===== src/rtl/llsc_pkg.sv =====
package llsc_pkg;
  typedef enum logic [1:0] {
    OP_LL = 2'd0,
    OP_SC = 2'd1,
    OP_ST = 2'd2,
    OP_LD = 2'd3
  } llsc_op_e;

  typedef enum logic {
    EV_INSTALL = 1'b0,
    EV_INVAL   = 1'b1
  } llsc_ev_e;
endpackage


===== src/rtl/llsc_tag_array.sv =====
module llsc_tag_array
  import llsc_pkg::*;
#(
  parameter int ADDR_W = 6,
  parameter int SETS   = 4,
  parameter int WAYS   = 2
) (
  input  logic                            clk,
  input  logic                            rst_n,
  input  logic [ADDR_W-1:0]               req_addr,
  input  logic                            ev_valid,
  input  llsc_ev_e                        ev_kind,
  input  logic [ADDR_W-1:0]               ev_addr,
  output logic                            req_hit,
  output logic [$clog2(SETS*WAYS)-1:0]    req_line,
  output logic                            ev_hit,
  output logic                            clr_en,
  output logic [$clog2(SETS*WAYS)-1:0]    clr_line
);
  localparam int SW    = $clog2(SETS);
  localparam int WW    = $clog2(WAYS);
  localparam int LINES = SETS * WAYS;
  localparam int LW    = $clog2(LINES);
  localparam int TW    = ADDR_W - SW;

  function automatic logic [SW-1:0] set_of(input logic [ADDR_W-1:0] a);
    return a[SW-1:0];
  endfunction

  function automatic logic [TW-1:0] tag_of(input logic [ADDR_W-1:0] a);
    return a[ADDR_W-1:SW];
  endfunction

  function automatic logic [LW-1:0] line_of(input logic [SW-1:0] s, input logic [WW-1:0] w);
    return LW'(int'(s) * WAYS + int'(w));
  endfunction

  function automatic logic [WW-1:0] first_one(input logic [WAYS-1:0] v);
    logic [WW-1:0] r;
    r = '0;
    for (int k = WAYS - 1; k >= 0; k--) begin
      if (v[k]) r = WW'(k);
    end
    return r;
  endfunction

  function automatic logic [WW-1:0] next_rr(input logic [WW-1:0] r);
    return (int'(r) == WAYS - 1) ? '0 : r + WW'(1);
  endfunction

  logic [TW-1:0]   tag_q [LINES];
  logic [LINES-1:0] val_q;
  logic [WW-1:0]   rr_q  [SETS];

  logic [SW-1:0]   req_set, ev_set;
  logic [TW-1:0]   req_tag, ev_tag;
  logic [WAYS-1:0] req_hv, ev_hv, ev_free;
  logic [WW-1:0]   ev_way, inst_way, tgt_way;
  logic            ev_install, ev_inval, evicting;

  assign req_set    = set_of(req_addr);
  assign req_tag    = tag_of(req_addr);
  assign ev_set     = set_of(ev_addr);
  assign ev_tag     = tag_of(ev_addr);
  assign ev_install = ev_valid && (ev_kind == EV_INSTALL);
  assign ev_inval   = ev_valid && (ev_kind == EV_INVAL);

  always_comb begin
    for (int w = 0; w < WAYS; w++) begin
      req_hv[w]  = val_q[line_of(req_set, WW'(w))] && (tag_q[line_of(req_set, WW'(w))] == req_tag);
      ev_hv[w]   = val_q[line_of(ev_set, WW'(w))] && (tag_q[line_of(ev_set, WW'(w))] == ev_tag);
      ev_free[w] = !val_q[line_of(ev_set, WW'(w))];
    end
  end

  assign req_hit  = |req_hv;
  assign req_line = line_of(req_set, first_one(req_hv));
  assign ev_hit   = |ev_hv;
  assign ev_way   = first_one(ev_hv);
  assign evicting = ev_install && !ev_hit && !(|ev_free);
  assign inst_way = ev_hit ? ev_way : ((|ev_free) ? first_one(ev_free) : rr_q[ev_set]);
  assign tgt_way  = ev_install ? inst_way : ev_way;
  assign clr_line = line_of(ev_set, tgt_way);
  assign clr_en   = ev_install || (ev_inval && ev_hit);

  always_ff @(posedge clk or negedge rst_n) begin
    if (!rst_n) begin
      val_q <= '0;
      for (int l = 0; l < LINES; l++) tag_q[l] <= '0;
      for (int s = 0; s < SETS; s++) rr_q[s] <= '0;
    end else begin
      if (ev_install) begin
        tag_q[clr_line] <= ev_tag;
        val_q[clr_line] <= 1'b1;
        if (evicting) rr_q[ev_set] <= next_rr(rr_q[ev_set]);
      end else if (ev_inval && ev_hit) begin
        val_q[clr_line] <= 1'b0;
      end
    end
  end

  AST_REQ_HIT_UNIQUE: assert property (@(posedge clk) disable iff (!rst_n)
    $onehot0(req_hv));
  AST_INSTALL_RESIDENT: assert property (@(posedge clk) disable iff (!rst_n)
    ev_install |=> (val_q[$past(clr_line)] && tag_q[$past(clr_line)] == $past(ev_tag)));
  AST_INVAL_ABSENT: assert property (@(posedge clk) disable iff (!rst_n)
    (ev_inval && ev_hit) |=> !val_q[$past(clr_line)]);
endmodule


===== src/rtl/llsc_lock_table.sv =====
module llsc_lock_table
  import llsc_pkg::*;
#(
  parameter int LINES = 8,
  parameter int CTX_W = 2
) (
  input  logic                      clk,
  input  logic                      rst_n,
  input  logic                      acc,
  input  llsc_op_e                  op,
  input  logic                      hit,
  input  logic [$clog2(LINES)-1:0]  line,
  input  logic [CTX_W-1:0]          ctx,
  input  logic                      clr_en,
  input  logic [$clog2(LINES)-1:0]  clr_line,
  output logic                      dec_ok
);
  localparam int LW = $clog2(LINES);
  localparam logic [CTX_W-1:0] UNL = '1;

  logic [CTX_W-1:0] lock_q [LINES];
  logic [LINES-1:0] hit_sel, clr_sel;
  logic             clash, owner_match;
  logic [CTX_W-1:0] eff_lock;

  assign clash       = clr_en && (clr_line == line);
  assign eff_lock    = clash ? UNL : lock_q[line];
  assign owner_match = (eff_lock == ctx) && (ctx != UNL);
  assign dec_ok      = !hit || (op != OP_SC) || owner_match;

  for (genvar i = 0; i < LINES; i++) begin : g_sel
    assign hit_sel[i] = acc && hit && (line == LW'(i));
    assign clr_sel[i] = clr_en && (clr_line == LW'(i));
  end

  always_ff @(posedge clk or negedge rst_n) begin
    if (!rst_n) begin
      for (int i = 0; i < LINES; i++) lock_q[i] <= UNL;
    end else begin
      for (int i = 0; i < LINES; i++) begin
        if (clr_sel[i]) begin
          lock_q[i] <= UNL;
        end else if (hit_sel[i]) begin
          unique case (op)
            OP_LL:   lock_q[i] <= ctx;
            OP_SC:   lock_q[i] <= UNL;
            OP_ST:   if (lock_q[i] == ctx) lock_q[i] <= UNL;
            default: ;
          endcase
        end
      end
    end
  end

  for (genvar i = 0; i < LINES; i++) begin : g_chk
    AST_LL_TAKES_OWNER: assert property (@(posedge clk) disable iff (!rst_n)
      (hit_sel[i] && op == OP_LL && !clr_sel[i]) |=> (lock_q[i] == $past(ctx)));
    AST_SC_UNLOCKS: assert property (@(posedge clk) disable iff (!rst_n)
      (hit_sel[i] && op == OP_SC) |=> (lock_q[i] == UNL));
    AST_FOREIGN_STORE_KEEPS: assert property (@(posedge clk) disable iff (!rst_n)
      (hit_sel[i] && op == OP_ST && lock_q[i] != ctx && !clr_sel[i]) |=> $stable(lock_q[i]));
    AST_EVENT_UNLOCKS: assert property (@(posedge clk) disable iff (!rst_n)
      clr_sel[i] |=> (lock_q[i] == UNL));
  end
endmodule


===== src/rtl/llsc_resp.sv =====
module llsc_resp
  import llsc_pkg::*;
#(
  parameter int RES_W = 8
) (
  input  logic             clk,
  input  logic             rst_n,
  input  logic             acc,
  input  logic             ok,
  input  llsc_op_e         op,
  output logic             rsp_valid,
  output logic             rsp_ok,
  output logic [RES_W-1:0] rsp_result
);
  logic was_sc;

  always_ff @(posedge clk or negedge rst_n) begin
    if (!rst_n) begin
      rsp_valid  <= 1'b0;
      rsp_ok     <= 1'b0;
      rsp_result <= '0;
      was_sc     <= 1'b0;
    end else begin
      rsp_valid <= acc;
      if (acc) begin
        rsp_ok     <= ok;
        rsp_result <= ok ? RES_W'(1) : '0;
        was_sc     <= (op == OP_SC);
      end
    end
  end

  AST_RSP_FOLLOWS: assert property (@(posedge clk) disable iff (!rst_n)
    acc |=> rsp_valid);
  AST_RSP_IDLE: assert property (@(posedge clk) disable iff (!rst_n)
    !acc |=> !rsp_valid);
  AST_FAIL_ONLY_SC: assert property (@(posedge clk) disable iff (!rst_n)
    (rsp_valid && !rsp_ok) |-> was_sc);
endmodule


===== src/rtl/llsc_monitor.sv =====
module llsc_monitor
  import llsc_pkg::*;
#(
  parameter int ADDR_W = 6,
  parameter int SETS   = 4,
  parameter int WAYS   = 2,
  parameter int CTX_W  = 2,
  parameter int RES_W  = 8
) (
  input  logic              clk,
  input  logic              rst_n,
  input  logic              req_valid,
  output logic              req_ready,
  input  logic [1:0]        req_op,
  input  logic [ADDR_W-1:0] req_addr,
  input  logic [CTX_W-1:0]  req_ctx,
  input  logic              ev_valid,
  input  logic              ev_kind,
  input  logic [ADDR_W-1:0] ev_addr,
  output logic              rsp_valid,
  output logic              rsp_ok,
  output logic [RES_W-1:0]  rsp_result
);
  localparam int LINES = SETS * WAYS;
  localparam int LW    = $clog2(LINES);

  llsc_op_e          op;
  llsc_ev_e          evk;
  logic              acc, req_hit, ev_hit, clr_en, dec_ok;
  logic              ev_install, ev_inval;
  logic [LW-1:0]     req_line, clr_line;

  assign op         = llsc_op_e'(req_op);
  assign evk        = llsc_ev_e'(ev_kind);
  assign ev_install = ev_valid && (evk == EV_INSTALL);
  assign ev_inval   = ev_valid && (evk == EV_INVAL);
  assign req_ready  = !ev_install;
  assign acc        = req_valid && req_ready;

  llsc_tag_array #(.ADDR_W(ADDR_W), .SETS(SETS), .WAYS(WAYS)) u_tags (
    .clk(clk), .rst_n(rst_n), .req_addr(req_addr), .ev_valid(ev_valid),
    .ev_kind(evk), .ev_addr(ev_addr), .req_hit(req_hit), .req_line(req_line),
    .ev_hit(ev_hit), .clr_en(clr_en), .clr_line(clr_line)
  );

  llsc_lock_table #(.LINES(LINES), .CTX_W(CTX_W)) u_locks (
    .clk(clk), .rst_n(rst_n), .acc(acc), .op(op), .hit(req_hit),
    .line(req_line), .ctx(req_ctx), .clr_en(clr_en), .clr_line(clr_line),
    .dec_ok(dec_ok)
  );

  llsc_resp #(.RES_W(RES_W)) u_resp (
    .clk(clk), .rst_n(rst_n), .acc(acc), .ok(dec_ok), .op(op),
    .rsp_valid(rsp_valid), .rsp_ok(rsp_ok), .rsp_result(rsp_result)
  );

  AST_MISS_SUCCEEDS: assert property (@(posedge clk) disable iff (!rst_n)
    (acc && !req_hit) |=> rsp_ok);
  AST_SAME_CYCLE_INVAL_FAILS_SC: assert property (@(posedge clk) disable iff (!rst_n)
    (acc && op == OP_SC && ev_inval && ev_hit && ev_addr == req_addr) |=> !rsp_ok);
  AST_ALLONES_CTX_LOSES: assert property (@(posedge clk) disable iff (!rst_n)
    (acc && op == OP_SC && req_hit && (&req_ctx)) |=> !rsp_ok);
  AST_NO_ACCEPT_DURING_INSTALL: assert property (@(posedge clk) disable iff (!rst_n)
    (req_valid && ev_install) |=> !rsp_valid);
endmodule


===== config.mk =====
export PLATFORM = sky130hd
export DESIGN_NAME = llsc_monitor
export DESIGN_NICKNAME = d
export VERILOG_FILES = /design/src/rtl/llsc_pkg.sv /design/src/rtl/llsc_tag_array.sv /design/src/rtl/llsc_lock_table.sv /design/src/rtl/llsc_resp.sv /design/src/rtl/llsc_monitor.sv
export SDC_FILE = /design/constraint.sdc
export NUM_CORES = 1
export LEC_CHECK = 0
export CAP_MARGIN = 20
export CORE_ASPECT_RATIO = 0.7
export CORE_MARGIN = 2
export CORE_UTILIZATION = 64
export DETAILED_ROUTE_END_ITERATION = 16
export GPL_TIMING_DRIVEN = 0
export PLACE_DENSITY = 0.86
export SLEW_MARGIN = 10
export SYNTH_ARGS = -nofsm -noshare
export SYNTH_HDL_FRONTEND = slang
export SYNTH_SLANG_ARGS = --single-unit

===== constraint.sdc =====
create_clock -name clk -period 4.7 [get_ports clk]
set_clock_uncertainty 0.2 [all_clocks]
set_input_delay 0.94 -clock clk [delete_from_list [all_inputs] [get_ports clk]]
set_output_delay 0.94 -clock clk [all_outputs]
set_load 0.02 [all_outputs]

Word level (Yosys, flattened, before mapping):

Cells that the tools add are included.

* bits in registers: 70
* input port bits: 21
* word-level logic and storage cells: 248

* add/subtract/negate cells: 5
* magnitude comparators: 15
* equality and inequality tests: 40
* muxes and demuxes: 80
* bitwise operators: 11
* reductions and logical operators: 73

Operators by type and width (count)
* $mux W2: 27
* $bmux W4 S3: 4
* $pmux W2 S3: 8
* $mux W4: 9
* $bwmux W32: 1
* $logic_and A1 B1 Y1: 32
* $reduce_bool A4 Y1: 8
* $eq A3 B3 Y1 const B: 8
* $ge A4 B4 Y1 const B: 6
* $ne A3 B1 Y1 const B: 8
* $not A3 Y4: 6
* $reduce_and A3 Y1: 8
* $lt A3 B4 Y1 const B: 5
* $mux W1: 19
* $eq A2 B2 Y1: 9
* $reduce_bool A2 Y1: 9
* $eq A4 B4 Y1: 4
* $mux W8: 2
* $demux W4 S3: 1
* $eq A3 B2 Y1 const B: 4
* $and A8 B8 Y8: 1
* $not A8 Y8: 1
* $or A8 B8 Y8: 1
* $add A3 B1 Y3: 2
* other kinds (26): 41

Longest topological paths before layout:

* depth after elaboration: 20
* depth in mapped cells: 11
* depth with buffers taken out: 9

Cells and area by module:

Synthesis repeated with hierarchy kept, for this count alone.

* cells, all modules: 377
* area, all modules: 4192.8 µm²

Modules (own cells, without submodules)
* llsc_tag_array: instances 1, cells each 208, area an instance 2646.3 µm², seq. area each 1101.1 µm²
* llsc_lock_table: instances 1, cells each 155, area an instance 1395.1 µm², seq. area each 420.4 µm²
* llsc_resp: instances 1, cells each 12, area an instance 128.9 µm², seq. area each 50.0 µm²
* llsc_monitor: instances 1, cells each 2, area an instance 22.5 µm², seq. area each 0.0 µm²

Worst setup path after synthesis:

No wires, ideal clock.

* path type: input to register
* start: input port ev_addr[0]
* end: register u_tags.tag_q[12] in the netlist's numbering
* library setup time: 128 ps
* arrival: 2945 ps
* required time: 4372 ps
* path slack: 1427 ps
* stages: 10
* path buffers: 3
* cells stage by stage: buf_6 mux4_2 xor2_1 nor3_1 nand3_1 a21bo_1 buf_6 and3_1 buf_2 mux2_1

* longest elaborated chain between the ends: 18

RTL lines
* start: declaration: RTL line llsc_monitor.sv:19 `input logic [ADDR_W-1:0] ev_addr,`
* $add A3 B1 Y3: RTL line llsc_tag_array.sv:35 `return LW'(int'(s) * WAYS + int'(w));`
* $not A3 Y4 (not written as such): RTL line llsc_tag_array.sv:71 `ev_hv[w] = val_q[line_of(ev_set, WW'(w))] && (tag_q[line_of(ev_set, WW'(w))] == ev_tag);`
* $bmux W4 S3: RTL line llsc_tag_array.sv:71
* $mux W4 (not written as such) (2 in series): RTL line llsc_tag_array.sv:71
* $eq A4 B4 Y1: RTL line llsc_tag_array.sv:71
* $logic_and A1 B1 Y1: RTL line llsc_tag_array.sv:71
* $mux W1 (2 in series): RTL line llsc_tag_array.sv:42 `if (v[k]) r = WW'(k);`
* $mux W1: RTL line llsc_tag_array.sv:81 `assign inst_way = ev_hit ? ev_way : ((|ev_free) ? first_one(ev_free) : rr_q[ev_set]);`
* $mux W1: RTL line llsc_tag_array.sv:82 `assign tgt_way = ev_install ? inst_way : ev_way;`
* $add A3 B1 Y3 *: RTL line llsc_tag_array.sv:35
* $not A3 Y4 (not written as such) *: RTL line llsc_tag_array.sv:93 `tag_q[clr_line] <= ev_tag;`
* $ge A4 B4 Y1 (not written as such) or $lt A4 B1 Y1 (tied branches): RTL line llsc_tag_array.sv:93
* $logic_and A1 B1 Y1 (not written as such): RTL line llsc_tag_array.sv:93
* $mux W4 (not written as such): RTL line llsc_tag_array.sv:93
* $demux W4 S3 *: RTL line llsc_tag_array.sv:93
* $bwmux W32 *: RTL line llsc_tag_array.sv:93
* end signal: indexed assignment: RTL line llsc_tag_array.sv:93
* end: declaration: RTL line llsc_tag_array.sv:51 `logic [TW-1:0] tag_q [LINES];`

Every way passes the cells marked *; elsewhere a longest branch is shown, timed or not. The select of a mux whose other input is x is not followed.
A chain may end at the register's enable or synchronous reset.

Worst setup path in the final report:

* start: input port ev_valid
* end: output port req_ready

* longest elaborated chain between the ends: 2

RTL lines
* start: declaration: RTL line llsc_monitor.sv:17 `input logic ev_valid,`
* $logic_and A1 B1 Y1: RTL line llsc_monitor.sv:35 `assign ev_install = ev_valid && (evk == EV_INSTALL);`
* $logic_not A1 Y1: RTL line llsc_monitor.sv:37 `assign req_ready = !ev_install;`
* end: declaration: RTL line llsc_monitor.sv:13 `output logic req_ready,`

Every way passes these cells.

==> reports/qor.csv <==
metric,value,unit
cts hold-fix bufs,0,
Mapped Area,4140,sq um
buffer count from post-CTS setup fixing,0,
Ys Warns,0,
via/cell ratio,6.37,
FMAX,0.258,GHz
IO Port Bufs,16,
power share of the clock group,0.270,
Sequential Area,1570,sq um
final core occ,0.739,
cells after synthesis,365,
area delta synth->final,11.6,%
Worst Setup End Kind,primary output,
sw frac,0.320,
"leading cell type in the layout, fill and taps excluded",dfrtp_1,
CTS Buf Count,9,
Clock Pin Slew Worst Setup and Hold Paths,0.06,ns
PostCTS Resize Cnt,0,
Int Pwr,1.23,mW
initial antenna violation count,0,
top_reg_cell synth,dfrtp_1,
VDD IR max,266,uV
# H-tree levels,3,
Leak Pwr,2.03,nW
share of cells above drive strength 1,0.223,
first-pass GRT wire length,16000,um
clk_lat worst skew,0.36,ns
clk root buf,clkbuf_8,
WL final,9750,um
fin crit share,0.825,
type of the worst min-delay path,flop to flop,
Fillers,428,
nets,422,
Max-slew headroom,0.476,
DR vias,3066,
Post-synth ARST share,1.00,
total gr overflow,0,
chip width,100,um
CP startpoint kind,primary input,
final non-filler cell total,481,
"Req. time, crit path",3.56,ns
Synth Register Bits,62,
placed cell count,465,
largest net degree at the start of global routing,63,
area of the multi-input gates,2370,sq um
Final TNS setup,0,ns
Comb pwr share,0.277,
min Tclk post-route,3.88,ns
DIE AREA,7130,sq um
Placer Congestion,0.931,
post-synthesis cell type count,63,
Clock Sinks,62,
count of final setup violators,0,
vias in the first global route,3073,
power density cells,391,nW/um^2
max_cap viols,0,
Final Hold Viols,0,
I/O pin count,32,
CTS tree,built,
Psw,0.577,mW
First-pass DRT Iterations,5,
Longest Clk Path Bufs,2,
worst reg2reg setup slack,1.77,ns
Final ANT Viol Nets,0,
Initial DRC Count,296,
RSZ-0062 raised after global routing,false,
FP Rows,24,
Core ar.,6250,sq um
die extent in y,71.3,um
wire per inst,20.3,um
register area share after synthesis,0.380,
diode count,0,
mean area per synthesized cell,11.3,sq um
Tightest Pin Transition,0.786,ns
most frequent cells in the layout,"46 x dfrtp_1, 38 x nand2_1, 31 x mux2i_1, 29 x mux2_1, 21 x xor2_1",
worst-path fanout max,7,
Final Max Tran Viols,0,
Reg power frac,0.453,
critical path data arrival time,2.74,ns
GRT Overall Usage,0.301,
drt drc,0,
dpl hpwl,7020,um
number of synthesized flops with an enable pin,0,
Crit Path Category,primary input to primary output,
outcome,finished clean,
initial core utilization,0.662,
==> power groups by stage <==
stage | logic, mW | registers (mW) | clock network (mW)
3_3_place_gp | 0.473 | 0.808 | 0
3_5_place_dp | 0.493 | 0.820 | 0
5_1_grt | 0.549 | 0.832 | 0.511
2_1_floorplan | 0.394 | 0.782 | 0
4_1_cts | 0.497 | 0.812 | 0.492
6_report | 0.500 | 0.817 | 0.486
==> cells in the mapped netlist (3+ instances only) <==
library cell   n  area share
a211oi_2       3      0.0091
nand2b_1       5      0.0076
and2_1         3      0.0045
dfrtp_1       46        0.28
mux2_1        29       0.079
buf_6          4       0.011
nand4_1        4      0.0061
nor2b_1        4      0.0061
a21o_1         4      0.0073
a22o_1         3      0.0064
xnor2_1       20       0.042
clkbuf_1       4      0.0036
nand2_1       38       0.034
dfstp_2       16        0.10
nor2_1         7      0.0064
o21ai_0       13       0.016
nor3_1         6      0.0073
o21ai_1        6      0.0073
and3_1         5      0.0076
nand3_1       10       0.012
buf_4          8       0.015
mux4_2        12       0.065
buf_2          6      0.0073
mux2i_1       31       0.075
buf_1          5      0.0045
ha_1           3      0.0091
nand2_2        3      0.0045
inv_1          5      0.0045
xor2_1        21       0.044
==> logic make-up after synthesis <==
logic type                 Yosys count  share of synthesized area
adders and majority gates            3                    0.00908
xor gates and xnor gates            42                     0.0908
and+or+nand+nor                    103                      0.141
other                                1                   0.000907
buffers and inverters               34                     0.0511
AOI/OAI and AO/OA                   46                     0.0953
muxes                               74                      0.232
DFF                                 62                      0.380
==> per-layer routing <==
metal,part of all wire,vias up,track usage
met5,0,-,0
met4,0.021,0,0.119
met3,0.083,23,0.0673
met2,0.44,146,0.441
met1,0.45,1532,0.442
li1,-,1365,-
==> worst paths after layout <==
check                                       startpoint                       endpoint  cells past startpoint
max reg2reg                u_tags.tag_q[9]$_DFFE_PN0P_  u_locks.lock_q[9]$_DFFE_PN1P_                      9
max                                           ev_valid                      req_ready                      4
min in group asynchronous                        rst_n   u_tags.tag_q[14]$_DFFE_PN0P_                      1
min reg2reg                 u_tags.rr_q[3]$_DFFE_PN0P_     u_tags.rr_q[3]$_DFFE_PN0P_                      1
max in group asynchronous                        rst_n    u_tags.tag_q[8]$_DFFE_PN0P_                      1
min                         u_tags.rr_q[3]$_DFFE_PN0P_     u_tags.rr_q[3]$_DFFE_PN0P_                      1
==> stage by stage <==
stage	hold slack, ns	instance area (sq um)	worst slack, ns	total power, mW
final	0.277	4610	0.822	1.80
after global routing	0.302	4610	0.770	1.89
after CTS	0.276	4610	0.865	1.80
after detailed placement	0.264	4410	0.720	1.31
after global placement	0.259	4420	0.574	1.28
after floorplan	0.240	4160	1.43	1.18
==> critical path, stage by stage <==
cell             delay [ns]
clkdlybuf4s50_1        0.51
nor2b_1                0.43
inv_1                  0.26
clkdlybuf4s50_1        0.60
==> area by class of cell <==
| cell class | count | area share |
|---|---|---|
| well taps | 78 | 0.0212 |
| inverters | 6 | 0.00488 |
| flip-flops and latches | 62 | 0.341 |
| multi-input cells | 275 | 0.515 |
| repair buffers | 16 | 0.0342 |
| clock buffers | 12 | 0.0336 |
| plain buffers | 28 | 0.0410 |
| clock inverters | 4 | 0.00976 |
Power figures use the tool's default switching activity.
